==> src/rtl/sertx_pkg.sv <==
package sertx_pkg;

    localparam int WORD_W    = 32;
    localparam int LEN_FLD_W = 5;
    localparam int MIN_LEN   = 3;

    typedef enum logic {
        FRAME_EARLY = 1'b0,
        FRAME_LATE  = 1'b1
    } framing_e;

    typedef struct packed {
        framing_e               framing;
        logic                   fs_low;
        logic [LEN_FLD_W-1:0]   len_m1;
    } frame_fmt_t;

    // Word length in bits from the length field, clamped to the minimum.
    function automatic int word_bits(logic [LEN_FLD_W-1:0] fld);
        int n;
        n = int'(fld) + 1;
        return (n < MIN_LEN) ? MIN_LEN : n;
    endfunction

    // Frame period in serial clocks; never shorter than the data it carries.
    function automatic int frame_slots(int fsd, int len, framing_e fr);
        int need;
        need = (fr == FRAME_LATE) ? len : len + 1;
        return (fsd < need) ? need : fsd;
    endfunction

endpackage

==> src/rtl/sertx_clkgen.sv <==
module sertx_clkgen #(
    parameter int DIV_W = 8
) (
    input  logic             clk,
    input  logic             rst,
    input  logic             en,
    input  logic [DIV_W-1:0] div_in,
    output logic             sclk,
    output logic             tick,
    output logic             en_rise
);
    logic [DIV_W-1:0] div_q;
    logic [DIV_W-1:0] cnt_q;
    logic             en_q;
    logic             sclk_q;

    always_ff @(posedge clk) begin
        if (rst) begin
            div_q  <= '0;
            cnt_q  <= '0;
            en_q   <= 1'b0;
            sclk_q <= 1'b0;
        end else begin
            en_q <= en;
            if (en) begin
                div_q <= div_in;
            end
            if (!en) begin
                cnt_q  <= '0;
                sclk_q <= 1'b0;
            end else if (!en_q) begin
                cnt_q <= '0;
            end else if (cnt_q == div_q) begin
                cnt_q  <= '0;
                sclk_q <= ~sclk_q;
            end else begin
                cnt_q <= cnt_q + 1'b1;
            end
        end
    end

    assign sclk    = sclk_q;
    assign tick    = en && en_q && (cnt_q == div_q) && !sclk_q;
    assign en_rise = en && !en_q;

endmodule

==> src/rtl/sertx_framer.sv <==
module sertx_framer
    import sertx_pkg::*;
#(
    parameter int FS_W = 8
) (
    input  logic              clk,
    input  logic              rst,
    input  logic              en,
    input  logic              tick,
    input  logic [FS_W-1:0]   fs_div,
    input  frame_fmt_t        fmt,
    input  logic              hold_full,
    input  logic [WORD_W-1:0] hold_word,
    output logic              take,
    output logic              uf_event,
    output logic              fsync,
    output logic              sdata
);
    localparam int SLOT_W = (FS_W > 6) ? FS_W : 6;

    logic [SLOT_W-1:0] slot_q;
    logic [SLOT_W-1:0] next_slot;
    logic              started_q;
    logic [WORD_W-1:0] cur_word_q;
    logic [WORD_W-1:0] word_sel;
    logic              at_start;
    logic              bit_v;
    int                len;
    int                per;
    int                bidx;

    always_comb begin
        len = word_bits(fmt.len_m1);
        per = frame_slots(int'(fs_div), len, fmt.framing);
        if (!started_q || int'(slot_q) >= per - 1) begin
            next_slot = '0;
        end else begin
            next_slot = slot_q + 1'b1;
        end
        at_start = tick && (next_slot == '0);
        take     = at_start && hold_full;
        uf_event = at_start && !hold_full;
        word_sel = take ? hold_word : cur_word_q;
        bidx     = (fmt.framing == FRAME_LATE) ? int'(next_slot) : int'(next_slot) - 1;
        if (bidx >= 0 && bidx < len) begin
            bit_v = word_sel[5'(len - 1 - bidx)];
        end else begin
            bit_v = 1'b0;
        end
    end

    always_ff @(posedge clk) begin
        if (rst) begin
            slot_q     <= '0;
            started_q  <= 1'b0;
            cur_word_q <= '0;
            fsync      <= 1'b0;
            sdata      <= 1'b0;
        end else if (!en) begin
            slot_q    <= '0;
            started_q <= 1'b0;
            fsync     <= fmt.fs_low;
            sdata     <= 1'b0;
        end else if (tick) begin
            started_q <= 1'b1;
            slot_q    <= next_slot;
            if (at_start) begin
                cur_word_q <= word_sel;
            end
            fsync <= (next_slot == '0) ^ fmt.fs_low;
            sdata <= bit_v;
        end
    end

endmodule

==> src/rtl/sertx_uflow.sv <==
module sertx_uflow #(
    parameter int CLR_TICKS = 4
) (
    input  logic clk,
    input  logic rst,
    input  logic en_rise,
    input  logic tick,
    input  logic uf_event,
    input  logic dma_ack,
    output logic uflow,
    output logic dma_err
);
    localparam int CW = $clog2(CLR_TICKS + 1);

    logic [CW-1:0] clr_q;

    always_ff @(posedge clk) begin
        if (rst) begin
            uflow   <= 1'b0;
            dma_err <= 1'b0;
            clr_q   <= '0;
        end else begin
            if (uf_event) begin
                uflow <= 1'b1;
                clr_q <= '0;
            end else if (en_rise) begin
                clr_q <= CW'(CLR_TICKS);
            end else if (tick && clr_q != '0) begin
                clr_q <= clr_q - 1'b1;
                if (clr_q == CW'(1)) begin
                    uflow <= 1'b0;
                end
            end
            if (uf_event) begin
                dma_err <= 1'b1;
            end else if (dma_ack && !uflow) begin
                dma_err <= 1'b0;
            end
        end
    end

endmodule

==> src/rtl/sertx_port.sv <==
module sertx_port
    import sertx_pkg::*;
#(
    parameter int DIV_W     = 8,
    parameter int FS_W      = 8,
    parameter int CLR_TICKS = 4
) (
    input  logic              clk,
    input  logic              rst,
    input  logic              tx_en,
    input  logic [DIV_W-1:0]  clk_div,
    input  logic [FS_W-1:0]   fs_div,
    input  logic              late_frame,
    input  logic              fs_act_low,
    input  logic [4:0]        word_len_m1,
    input  logic              wr_valid,
    input  logic [31:0]       wr_data,
    input  logic              dma_err_ack,
    output logic              hold_empty,
    output logic              sclk,
    output logic              fsync,
    output logic              sdata,
    output logic              underflow,
    output logic              dma_err
);
    frame_fmt_t        fmt;
    logic              tick;
    logic              en_rise;
    logic              take;
    logic              uf_event;
    logic              hold_full;
    logic [WORD_W-1:0] hold_word;

    assign fmt.framing = late_frame ? FRAME_LATE : FRAME_EARLY;
    assign fmt.fs_low  = fs_act_low;
    assign fmt.len_m1  = word_len_m1;

    always_ff @(posedge clk) begin
        if (rst) begin
            hold_full <= 1'b0;
            hold_word <= '0;
        end else begin
            if (take) begin
                hold_full <= 1'b0;
            end
            if (wr_valid && !hold_full) begin
                hold_full <= 1'b1;
                hold_word <= wr_data;
            end
        end
    end

    assign hold_empty = !hold_full;

    sertx_clkgen #(.DIV_W(DIV_W)) u_clk (
        .clk     (clk),
        .rst     (rst),
        .en      (tx_en),
        .div_in  (clk_div),
        .sclk    (sclk),
        .tick    (tick),
        .en_rise (en_rise)
    );

    sertx_framer #(.FS_W(FS_W)) u_frm (
        .clk       (clk),
        .rst       (rst),
        .en        (tx_en),
        .tick      (tick),
        .fs_div    (fs_div),
        .fmt       (fmt),
        .hold_full (hold_full),
        .hold_word (hold_word),
        .take      (take),
        .uf_event  (uf_event),
        .fsync     (fsync),
        .sdata     (sdata)
    );

    sertx_uflow #(.CLR_TICKS(CLR_TICKS)) u_uf (
        .clk      (clk),
        .rst      (rst),
        .en_rise  (en_rise),
        .tick     (tick),
        .uf_event (uf_event),
        .dma_ack  (dma_err_ack),
        .uflow    (underflow),
        .dma_err  (dma_err)
    );

endmodule

==> config.mk <==
export PLATFORM = sky130hd
export DESIGN_NAME = sertx_port
export DESIGN_NICKNAME = d
export VERILOG_FILES = /design/src/rtl/sertx_pkg.sv /design/src/rtl/sertx_clkgen.sv /design/src/rtl/sertx_framer.sv /design/src/rtl/sertx_uflow.sv /design/src/rtl/sertx_port.sv
export SDC_FILE = /design/constraint.sdc
export NUM_CORES = 1
export LEC_CHECK = 0
export BUFFER_PORTS_ARGS = -buffer_cell sky130_fd_sc_hd__buf_2
export CELL_PAD_IN_SITES_DETAIL_PLACEMENT = 1
export CELL_PAD_IN_SITES_GLOBAL_PLACEMENT = 2
export CORE_MARGIN = 2
export CORE_UTILIZATION = 33
export CTS_BUF_LIST = sky130_fd_sc_hd__clkbuf_4 sky130_fd_sc_hd__clkbuf_8
export CTS_CLUSTER_DIAMETER = 100
export DETAILED_ROUTE_END_ITERATION = 6
export PLACE_DENSITY_LB_ADDON = 0.08
export SYNTH_ARGS = -nofsm -noshare
export SYNTH_HDL_FRONTEND = slang
export SYNTH_HIERARCHICAL = 1
export SYNTH_SLANG_ARGS = --single-unit
==> constraint.sdc <==
create_clock -name clk -period 8.5 [get_ports clk]
set_input_delay 0.425 -clock clk [delete_from_list [all_inputs] [get_ports clk]]
set_output_delay 0.425 -clock clk [all_outputs]
set_load 0.01 [all_outputs]
-- Yosys cells after proc, flatten, opt, wreduce, memory -nomap -nowiden
Cells that the tools add are included.
- add/sub/neg operators: 9
- magnitude comparators: 6
- eq/ne operators: 4
- multiplexer cells: 23
- bitwise gates (word level): 4
- reduce and logical (&&, ||, !) cells: 31
- operator list (operator ; number):
    32-bit 2-to-1 mux ; 4
    32-bit by 2-bit adder with 32-bit output (second input constant) ; 1
    32-bit by 1-bit >= comparator with 1-bit output (second input constant) ; 1
    9-bit by 32-bit >= comparator with 1-bit output ; 1
    32-bit by 3-bit < comparator with 1-bit output (second input constant) ; 1
    32-bit < comparator ; 1
    9-bit by 32-bit < comparator with 1-bit output ; 1
    32-bit by 2-bit subtractor with 32-bit output (second input constant) ; 1
    8-bit by 1-bit adder with 8-bit output (second input constant) ; 2
    1-bit 2-to-1 mux ; 14
    1-bit logical AND ; 11
    2-bit nonzero test ; 5
    8-bit by 1-bit subtractor with 9-bit output (second input constant) ; 1
    8-bit == test ; 1
    8-bit zero test ; 1
    8-bit 2-to-1 mux ; 1
    5-bit by 7-bit < comparator with 1-bit output (second input constant) ; 1
    5-bit by 1-bit adder with 6-bit output (second input constant) ; 1
    3-bit 2-to-1 mux ; 2
    6-bit 2-to-1 mux ; 1
    3-bit AND reduction ; 2
    1-bit binary-select mux with 5-bit select ; 1
    1-bit zero test ; 5
    5-bit by 2-bit subtractor with 5-bit output (second input constant) ; 1
    other kinds (12) ; 16
- bits in registers: 99
- input port bits: 60
- output and inout bits: 6
- logic and storage cells: 92

-- Logic depth before layout (Yosys ltp)
Gate-level depths: netlist (run 1).
- depth after elaboration: 19
- depth in mapped cells: 48
- depth with buffers taken out: 46

-- Cells and area by module
The synthesis (run 1) kept the hierarchy.
- modules (own cells, without submodules) (module ; times used ; cells each ; area an instance (um2) ; seq. area each (um2)):
    sertx_framer ; 1 ; 535 ; 4065.1 ; 860.8
    sertx_port ; 1 ; 149 ; 1554.0 ; 660.6
    sertx_clkgen ; 1 ; 79 ; 769.5 ; 360.3
    sertx_uflow ; 1 ; 29 ; 261.5 ; 100.1

-- Worst setup path after synthesis (run 1)
Ideal clock, no wire load.
- kind: input-to-reg
- start point: input port word_len_m1[0]
- end point: register u_frm.sdata
- library setup time: 0.139 ns
- data arrival time: 8.395 ns
- data required time: 8.361 ns
- setup slack: -0.034 ns
- cell stages on the path: 45
- buffers on the path: 3
- path through: ha_1 > nand2_1 > a21oi_1 > nor2_1 > o31ai_1 > ha_1 > nor2b_1 > xnor2_1 > inv_1 > ha_1 > nor4_1 > nand2b_1 > mux2i_1 > or3b_1 > nand3b_4 > nand2b_1 > clkbuf_1 > a21oi_1 > [9 not listed] > nand2_1 > or3_1 > buf_4 > clkbuf_1 > nand2_1 > ha_1 > nor2b_1 > xnor2_1 > inv_1 > ha_1 > a21o_1 > a21oi_1 > xor2_1 > nand3_1 > a211oi_1 > nor4_2 > a221oi_2 > a2111oi_2
- longest elaborated chain between the ends: 19
- elaborated cells on any way between the ends: 26
- those cells by class: add/sub (6); order compare (5); mux (10); reduce/logical (5)
- RTL lines (what ; line ; text):
    start, declared ; sertx_port.sv:15 ; input logic [4:0] word_len_m1,
    5-bit by 1-bit adder with 6-bit output (*) ; sertx_pkg.sv:21 ; n = int'(fld) + 1;
    32-bit by 3-bit < comparator with 1-bit output ; sertx_pkg.sv:22 ; return (n < MIN_LEN) ? MIN_LEN : n;
    6-bit 2-to-1 mux (*) ; sertx_pkg.sv:22 ;
    branches (longest 15 deep; another with 32-bit by 2-bit adder with 32-bit output) ; n/a ;
    1-bit 2-to-1 mux (*) ; sertx_framer.sv:45 ; if (bidx >= 0 && bidx < len) begin
    end signal, assigned ; sertx_framer.sv:71 ; sdata <= bit_v;
    end, declared ; sertx_framer.sv:17 ; output logic sdata
Every way passes the cells marked *. The select of a mux whose other input is x is not followed.
A chain may end at the register's enable or synchronous reset.

-- Final worst setup path (run 1)
Ends and elaborated chain as after synthesis.

==> flow_metrics.py, run 1 <==
metrics = {
    "finish": {
        "drive_gt1_share_pct": 22.1,
        "finalNetCount": 952,
        "final_cells": 1128,
        "fin_util_pct": 39.2,
        "synthToLayoutAreaGrowth_pct": 15.6,
        "diodes": 0,
        "num-fill-cells": 2362,
        "final_cell_area_um2": 7690,
    },
    "synthesis": {
        "synth_top_area_cell": "dfxtp_1",
        "synth_top_area_share_pct": 29.8,
        "ys.warnings.count": 6,
        "synth.most_common_cell": "dfxtp_1",
        "synthDistinctLibCells": 84,
        "ys_ff_latch": 99,
        "synth.avg_cell_area_um2": 8.40,
        "synth_common_cells": "99 x dfxtp_1, 82 x nand2_1, 61 x a21oi_1",
        "syn_inst": 792,
        "synth-main-ff-cell": "dfxtp_1",
        "netlist_area_um2": 6650,
        "synth.yosys.seq_area_share_pct": 29.8,
        "synth_edf_count": 0,
        "syn_nets": 886,
        "yosys-top-cells-area": "dfxtp_1 30%, ha_1 6.2%, nand4bb_1 5.4%",
        "async_flop_share_pct": 0,
    },
    "detailed_routing": {
        "dr.pass1.iters": 4,
        "wl_per_cell_um": 17.2,
        "postRouteAntennaNets": 0,
        "dr.first_iter.drc_count": 236,
        "avgViaCountPerCell": 5.28,
        "via_count": 5953,
        "drc": 0,
        "finalWirelength_mm": 19.4,
    },
    "die": {
        "die_w_um": 146,
        "die-area_um2": 21300,
        "die_h_um": 146,
        "rows": 51,
        "core_um2": 19600,
        "initial_core_util_pct": 33.9,
        "pin_count": 66,
    },
    "global_route": {
        "met3_usage_pct": 2.48,
        "grt_pass1_vias": 6156,
        "overflow": 0,
        "grt_max_degree": 113,
        "grt_pass1_wl_mm": 31.6,
        "antenna_found_initial": 0,
        "busiest_layer": "met2",
        "grtUsageTotal_pct": 18.1,
        "use_met2_pct": 31.2,
        "use_met1_pct": 23.8,
    },
    "clock_tree": {
        "cts_root_buf": "clkbuf_8",
        "cts-htree-levels": 3,
        "clk_path_buf_depth": 2,
        "clk_pin_slew_ns": 0.11,
        "clk_latency_ns": 0.39,
        "cts_tree": "yes",
        "cts_buffers": 9,
        "cts_sinks": 99,
    },
    "setup_path": {
        "rrSetupSlack_ns": 3.79,
        "worst-path-stages": 42,
        "crit_slowest_cell": "or4b_2",
        "crit_path_end_kind": "flip-flop",
        "start_kind": "primary input",
        "critPathBufInv": 6,
        "path_class": "in -> reg",
        "r2r_cells": 22,
        "arrival_ns": 8.21,
        "crit_family": "simple AND/OR/NAND/NOR gates",
        "crit_path_frequent_cell": "ha_1",
        "max_stage_delay_ns": 0.64,
        "crit_fanout": 6,
        "cp.required_ns": 8.76,
    },
    "timing": {
        "max-slew-margin-rel_pct": 32.9,
        "drv_slew": 0,
        "fin_crit_sh_pct": 93.6,
        "timing.final.hold_violations": 0,
        "skew_ns": 0.0182,
        "finalSetupViolCount": 0,
        "clock.fmax_ghz": 0.126,
        "worst_pin_slew_ns": 1.01,
        "period_minus_slack_ns": 7.96,
    },
    "placement": {
        "placed_area_um2": 7340,
        "routabilityCongestion": 0.812,
        "port_buffers": 65,
        "numPlacedInstances": 1107,
        "hpwl_mm": 14.3,
    },
    "run_status": {
        "status": "finished, final reports clean",
    },
    "power_and_ir_drop": {
        "ir_worst_vdd_v": 0.0000959,
        "p_leak_nw": 2.97,
        "power_density_nw_per_um2": 138,
    },
    "flow_run": {
        "max-cap-violations": 0,
    },
    "worst_hold_path": {
        "min_path_type": "in -> reg",
        "hold_depth": 3,
    },
}
[cell usage in the layout (no fill, tap or decap), types with 11 or more instances in the layout]
master     count
o21ai_0       11
xor2_1        20
and3_1        11
inv_1         27
xnor2_1       17
buf_4         38
mux2i_1       16
buf_2         65
nand2_1       82
nor3_1        12
ha_1          32
nand4bb_1     32
nor2_1        56
dfxtp_1       99
a21oi_1       59
nand2b_1      39
o21ai_1       24
nand3_1       50
[worst min-delay path: stages]
cell     delay (ns)
buf_2          0.07
mux2i_1        0.05
nor2_1         0.07
[power by group]
| part | internal, mW | switching [mW] |
|---|---|---|
| clock network | 0.112 | 0.187 |
| logic | 0.118 | 0.155 |
| registers | 0.478 | 0.0111 |
| total | 0.708 | 0.353 |
[path summary, 6_finish.rpt]
kind	from	to
setup reg to reg	u_frm/slot_q[7]$_SDFFE_PP0P_	u_frm/sdata$_SDFFE_PP0P_
hold reg to reg	u_frm/cur_word_q[6]$_SDFFE_PP0P_	u_frm/cur_word_q[6]$_SDFFE_PP0P_
setup / recovery	word_len_m1[0]	u_frm/sdata$_SDFFE_PP0P_
hold / removal	clk_div[3]	u_clk/div_q[3]$_SDFFE_PP0P_
[area by class of cell]
class | instances | area, µm² | area share, %
flip-flops and latches | 99 | 1980 | 25.8
well taps | 265 | 332 | 4.31
inverters | 29 | 109 | 1.42
multi-input cells | 615 | 4450 | 57.9
clock buffers | 9 | 124 | 1.61
clock inverters | 7 | 61.3 | 0.798
repair buffers | 104 | 631 | 8.20
[repair_timing]
action                                  4_1_cts  5_1_grt
buffers inserted                              2        3
endpoints found under the setup margin        1        1
hold buffers                                  0        0
pin swaps                                     1        4
gates resized for setup                       2       26
[per-stage QoR]
step           power, mW  TNS (ns)  hold WS [ns]  worst slack, ns
2_1_floorplan      0.667         0         0.432           0.0475
3_3_place_gp       0.747         0         0.438           0.0516
3_5_place_dp       0.755    -0.498         0.448           -0.498
4_1_cts             1.07         0         0.246          0.00228
5_1_grt             1.13   -0.0459         0.262          -0.0459
6_report            1.06         0         0.272            0.542
[kinds of logic (layout without fill, tap and decap cells)]
group | after synthesis | count (layout) | share of synthesized area, %
XOR/XNOR | 40 | 40 | 5.27
AND/OR/NAND/NOR | 343 | 343 | 30.0
multiplexers | 31 | 31 | 6.62
flip-flops | 99 | 99 | 29.8
buffers and inverters | 78 | 149 | 5.38
AO/OA/AOI/OAI | 166 | 166 | 16.4
other | 1 | 1 | 0.0564
adder cells (fa/ha/maj) | 34 | 34 | 6.51
[layer usage]
metal,part of all wire [%],wire length [µm]
met1,48,9220
met2,49,9440
met3,2.6,513
met4,1.2,229
met5,0,0
[state kept, by name, indices dropped and copies added (netlist names)]
| register | flops |
|---|---|
| hold_full | 1 |
| u_clk/en_q | 1 |
| u_frm/started_q | 1 |
| u_frm/sdata | 1 |
| u_frm/fsync | 1 |
| u_clk/div_q | 8 |
| u_uf/dma_err | 1 |
| u_frm/slot_q | 8 |
| u_uf/clr_q | 3 |
| hold_word | 32 |
| u_clk/cnt_q | 8 |
| u_uf/uflow | 1 |
| u_frm/cur_word_q | 32 |
| u_clk/sclk | 1 |
Power figures use the tool's default switching activity.
==> run 2: changes to the inputs <==
- PLACE_DENSITY_LB_ADDON: 0.08 -> 0.1
==> run 2 against run 1 <==
Global-route usage rose by 0.27 points. Sequential cell count did not move. Largest cell class unchanged. Non-clock buffer count rose by 2. Critical path depth rose by 3. Power rose by 3.0%. First-iteration DRC count fell by 14%. Core utilization rose by 0.19 points. Sequential share of layout area fell by 0.13 points. Critical path type unchanged. Clock power rose by 10%. Maximum frequency rose by 1.3%. Via count fell by 0.39%. Combinational power barely moved.
==> flow_metrics.py, run 2 (synthesis results as in run 1) <==
metrics = {
    "placement": {
        "port_buffers": 65,
        "numPlacedInstances": 1109,
        "hpwl_mm": 14.4,
        "routabilityCongestion": 0.827,
    },
    "clock_tree": {
        "cts_buffers": 9,
        "clk_latency_ns": 0.39,
        "clk_path_buf_depth": 2,
        "clk_pin_slew_ns": 0.11,
        "cts_tree": "yes",
        "cts-htree-levels": 3,
        "cts_root_buf": "clkbuf_8",
        "cts_sinks": 99,
    },
    "timing": {
        "rsz0062_at_grt": "false",
        "fin_crit_sh_pct": 92.4,
        "worst_pin_slew_ns": 0.972,
        "period_minus_slack_ns": 7.85,
        "drv_slew": 0,
        "skew_ns": 0.0152,
        "clock.fmax_ghz": 0.127,
        "setup-tns-final_ns": 0,
        "fin_hold_ws_ns": 0.267,
        "max-slew-margin-rel_pct": 35.2,
        "finalSetupViolCount": 0,
        "timing.final.hold_violations": 0,
    },
    "detailed_routing": {
        "postRouteAntennaNets": 0,
        "via_count": 5930,
        "finalWirelength_mm": 19.5,
        "dr.pass1.iters": 4,
        "wl_per_cell_um": 17.3,
        "avgViaCountPerCell": 5.25,
        "drc": 0,
        "dr.first_iter.drc_count": 204,
    },
    "setup_path": {
        "crit_path_frequent_cell": "inv_1",
        "crit_fanout": 6,
        "path_class": "in -> reg",
        "rrSetupSlack_ns": 3.81,
        "reg2reg_to": "u_frm/sdata$_SDFFE_PP0P_",
        "r2r_cells": 24,
        "max_stage_delay_ns": 0.48,
        "r2r-start": "u_frm/slot_q[0]$_SDFFE_PP0P_",
        "cp.required_ns": 8.80,
        "start_kind": "primary input",
        "crit_path_end_kind": "flip-flop",
        "arrival_ns": 8.15,
        "crit_slowest_cell": "or4_4",
    },
    "die": {
        "rows": 51,
        "die_w_um": 146,
        "die_h_um": 146,
        "die-area_um2": 21300,
        "initial_core_util_pct": 33.9,
        "core_um2": 19600,
        "pin_count": 66,
    },
    "global_route": {
        "grtUsageTotal_pct": 18.4,
        "grt_pass1_vias": 6162,
        "overflow": 0,
        "antenna_found_initial": 0,
        "grt_max_degree": 113,
        "grt_pass1_wl_mm": 31.8,
    },
    "flow_run": {
        "max-cap-violations": 0,
    },
    "finish": {
        "diodes": 0,
        "final_cell_mix": "99 x dfxtp_1, 82 x nand2_1, 65 x buf_2",
        "drive_gt1_share_pct": 22.2,
        "top_regs": "hold_word: 32 flops, u_frm/cur_word_q: 32 flops",
        "multi_input_area_um2": 4440,
        "regArea_um2": 1980,
        "final_cells": 1130,
        "synthToLayoutAreaGrowth_pct": 16.1,
        "finalNetCount": 954,
        "num-fill-cells": 2354,
        "final_common_cell": "dfxtp_1",
        "fin_util_pct": 39.4,
    },
    "power_and_ir_drop": {
        "ir_worst_vdd_v": 0.0000644,
        "power_density_nw_per_um2": 141,
        "p_leak_nw": 2.97,
        "power_mw": 1.09,
    },
    "run_status": {
        "status": "finished, final reports clean",
    },
    "worst_hold_path": {
        "hold_depth": 3,
        "min_to": "u_clk/div_q[1]$_SDFFE_PP0P_",
        "min_from": "clk_div[1]",
        "min_path_type": "in -> reg",
    },
}
-- run 2: cell types whose count changed in the layout (fill, tap and decap cells not counted), moves of 2 or more --
cell | before | now
inv_6 | 3 | 0
a211oi_1 | 6 | 8
a21oi_2 | 1 | 4
a211oi_2 | 3 | 1
buf_4 | 38 | 40
clkinv_2 | 2 | 0
a21oi_1 | 59 | 57
clkinvlp_4 | 0 | 3
-- run 2: worst max-delay path, delay by kind of cell --
family                     cells  cell delay (ns)
xor gates and xnor gates       3             0.44
and+or+nand+nor               18             3.54
buffers and inverters          7             0.63
muxes                          1             0.19
AOI/OAI and AO/OA              9             1.46
adders and majority gates      7             1.47
-- run 2: worst max path at each step --
stage | from | depth (start not counted) | endpoint
3_5_place_dp | word_len_m1[0] | 45 | u_frm/sdata$_SDFFE_PP0P_
3_3_place_gp | word_len_m1[0] | 44 | u_frm/sdata$_SDFFE_PP0P_
5_1_grt | word_len_m1[0] | 47 | u_frm/sdata$_SDFFE_PP0P_
4_1_cts | word_len_m1[0] | 45 | u_frm/sdata$_SDFFE_PP0P_
2_1_floorplan | word_len_m1[0] | 45 | u_frm/sdata$_SDFFE_PP0P_
6_report | word_len_m1[0] | 45 | u_frm/sdata$_SDFFE_PP0P_
-- run 2: cell type report --
| class | count | area share (%) |
|---|---|---|
| Clock buffer | 9 | 1.60 |
| Clock inverter | 7 | 1.15 |
| Inverter | 29 | 1.41 |
| Multi-Input combinational cell | 615 | 57.5 |
| Sequential cell | 99 | 25.7 |
| Tap cell | 265 | 4.29 |
| Timing Repair Buffer | 106 | 8.36 |
-- run 2: metrics by stage --
stage | area, µm² | setup slack [ns]
finish | 7720 | 0.648
global route | 7720 | 0.000389
CTS | 7570 | 0.169
detailed placement | 7350 | -0.189
global placement | 7350 | 0.0787
floorplan | 6660 | 0.0475
-- run 2: layer usage --
layer / vias up / routed length (µm) / track usage, %
met1: 2877 / 9450 / 24.4
met2: 82 / 9250 / 30.7
li1: 2950 / - / -
met4: 0 / 307 / 5.88
met3: 21 / 534 / 2.76
met5: - / 0 / 0
-- run 2: timing repair --
item                       4_1_cts  5_1_grt
resized for setup                0       27
hold endpoints to repair         0        0
hold buffers                     0        0
buffers inserted                 0        5
setup endpoints to repair        0       29
-- run 2: power breakdown --
group          switching, mW  internal (mW)
Sequential            0.0114          0.478
Combinational          0.154          0.120
Clock                  0.188          0.141
Total                  0.353          0.739
==> run 3: changes to the inputs <==
- clock period: 8.5 -> 7 ns (I/O delays scaled with it)
==> run 3 against run 2 <==
The run now ends with setup timing left. Clock skew fell by 0.0041 ns. Die area did not move. Power rose by 33%. Critical path depth fell by 1. Setup slack got worse by 1.1 ns. Final cell count rose by 7.3%. First-iteration DRC count fell by 11%. Highest routed layer unchanged. Worst hold slack got worse by 0.074 ns. Sequential share of layout area fell by 2.7 points. Clock power rose by 33%. Wire length rose by 2.0%.
==> flow_metrics.py, run 3 (synthesis results as in run 1) <==
metrics = {
    "power_and_ir_drop": {
        "power_mw": 1.45,
        "ir_worst_vdd_v": 0.0000810,
        "power_density_nw_per_um2": 168,
        "p_leak_nw": 3.46,
    },
    "timing": {
        "rsz0062_at_grt": "true",
        "fin_hold_ws_ns": 0.193,
        "drv_slew": 0,
        "finalSetupViolCount": 1,
        "timing.final.hold_violations": 0,
        "max-slew-margin-rel_pct": 32.1,
        "worst_slack_ns": -0.413,
        "clock.fmax_ghz": 0.135,
        "fin_crit_sh_pct": 106,
        "period_minus_slack_ns": 7.41,
        "worst_pin_slew_ns": 1.02,
        "setup-tns-final_ns": -0.413,
        "skew_ns": 0.0110,
    },
    "flow_run": {
        "max-cap-violations": 0,
    },
    "placement": {
        "routabilityCongestion": 0.903,
        "placed_area_um2": 7950,
        "place_ws_ns": -1.17,
        "hpwl_mm": 14.8,
        "port_buffers": 65,
    },
    "setup_path": {
        "crit_slowest_cell": "or4b_2",
        "path_class": "in -> reg",
        "arrival_ns": 7.67,
        "start_kind": "primary input",
        "cp.required_ns": 7.25,
        "crit_fanout": 6,
        "max_stage_delay_ns": 0.65,
        "crit_path_frequent_cell": "ha_4",
        "crit_path_end_kind": "flip-flop",
    },
    "detailed_routing": {
        "drc": 0,
        "dr.pass1.iters": 4,
        "wl_per_cell_um": 16.4,
        "finalWirelength_mm": 19.9,
        "via_count": 6250,
        "postRouteAntennaNets": 0,
        "dr.first_iter.drc_count": 181,
        "avgViaCountPerCell": 5.16,
    },
    "finish": {
        "top_regs": "hold_word: 32 flops, u_frm/cur_word_q: 32 flops",
        "drive_gt1_share_pct": 32.4,
        "final_cell_area_um2": 8630,
        "diodes": 0,
        "synthToLayoutAreaGrowth_pct": 29.8,
        "final_common_cell": "buf_4",
        "multi_input_area_um2": 4660,
        "final_cell_mix": "119 x buf_4, 99 x dfxtp_1, 80 x nand2_1",
        "regArea_um2": 1980,
        "num-fill-cells": 2361,
        "finalNetCount": 1036,
    },
    "die": {
        "pin_count": 66,
        "rows": 51,
        "core_um2": 19600,
        "die-area_um2": 21300,
        "die_w_um": 146,
        "initial_core_util_pct": 33.9,
        "die_h_um": 146,
    },
    "clock_tree": {
        "clk_path_buf_depth": 2,
        "ctsHoldBuffers": 0,
        "cts_root_buf": "clkbuf_8",
        "cts_buffers": 9,
        "clk_pin_slew_ns": 0.09,
        "cts_tree": "yes",
        "cts_sinks": 99,
        "clk_latency_ns": 0.38,
        "cts-htree-levels": 3,
    },
    "global_route": {
        "grt_max_degree": 113,
        "grtUsageTotal_pct": 19.0,
        "grt_pass1_vias": 6639,
        "grt_pass1_wl_mm": 33.4,
        "overflow": 0,
        "antenna_found_initial": 0,
    },
    "worst_hold_path": {
        "min_path_type": "in -> reg",
    },
    "run_status": {
        "violations": "setup timing",
        "status": "finished with violations",
    },
}
[run 3: power by group]
part	switching [mW]	internal (mW)	leakage (nW)
Combinational	0.211	0.208	2.53
Clock	0.207	0.231	0.121
Sequential	0.0146	0.580	0.805
[run 3: metrics by stage]
step	utilization, %	cells
3_5_place_dp	40.6	1164
4_1_cts	43.4	1202
2_1_floorplan	-	792
5_1_grt	44.1	1212
6_report	44.1	1212
3_3_place_gp	40.6	1164
[run 3: repair_timing]
item | CTS | global route
endpoints found under the setup margin | 2 | 37
resized for setup | 33 | 12
pin swaps | 33 | 27
hold endpoints to repair | 0 | 0
setup buffers | 22 | 10
[run 3: path summary, 6_finish.rpt]
kind / from / endpoint / slack, ns / cells after the start
setup / recovery: word_len_m1[1] / u_frm/sdata$_SDFFE_PP0P_ / -0.41 / 44
setup reg to reg: u_frm/slot_q[0]$_SDFFE_PP0P_ / u_frm/sdata$_SDFFE_PP0P_ / 2.28 / 23
hold reg to reg: u_frm/cur_word_q[19]$_SDFFE_PP0P_ / u_frm/cur_word_q[19]$_SDFFE_PP0P_ / 0.46 / 2
hold / removal: clk_div[2] / u_clk/div_q[2]$_SDFFE_PP0P_ / 0.19 / 3
[run 3: routing by layer]
metal	GRT usage, %	vias to the layer above	wire length, µm	part of all wire, %
li1	-	3120	-	-
met1	23.7	3026	9130	46
met2	33.6	83	9910	50
met3	3.48	21	644	3.2
met4	4.71	0	243	1.2
met5	0	-	0	0
[run 3: critical path: cells and delay by family]
| family | cells | cell delay, ns |
|---|---|---|
| XOR/XNOR | 3 | 0.48 |
| AND/OR/NAND/NOR | 18 | 3.70 |
| adder cells (fa/ha/maj) | 7 | 1.47 |
| buffers and inverters | 6 | 0.45 |
| AO/OA/AOI/OAI | 10 | 1.19 |
[run 3: area by class of cell]
| class | count | share of cell area [%] |
|---|---|---|
| Tap cell | 265 | 3.84 |
| Timing Repair Buffer | 188 | 15.1 |
| Sequential cell | 99 | 23.0 |
| Clock inverter | 3 | 0.797 |
| Clock buffer | 13 | 1.93 |
| Inverter | 29 | 1.35 |
| Multi-Input combinational cell | 615 | 54.0 |
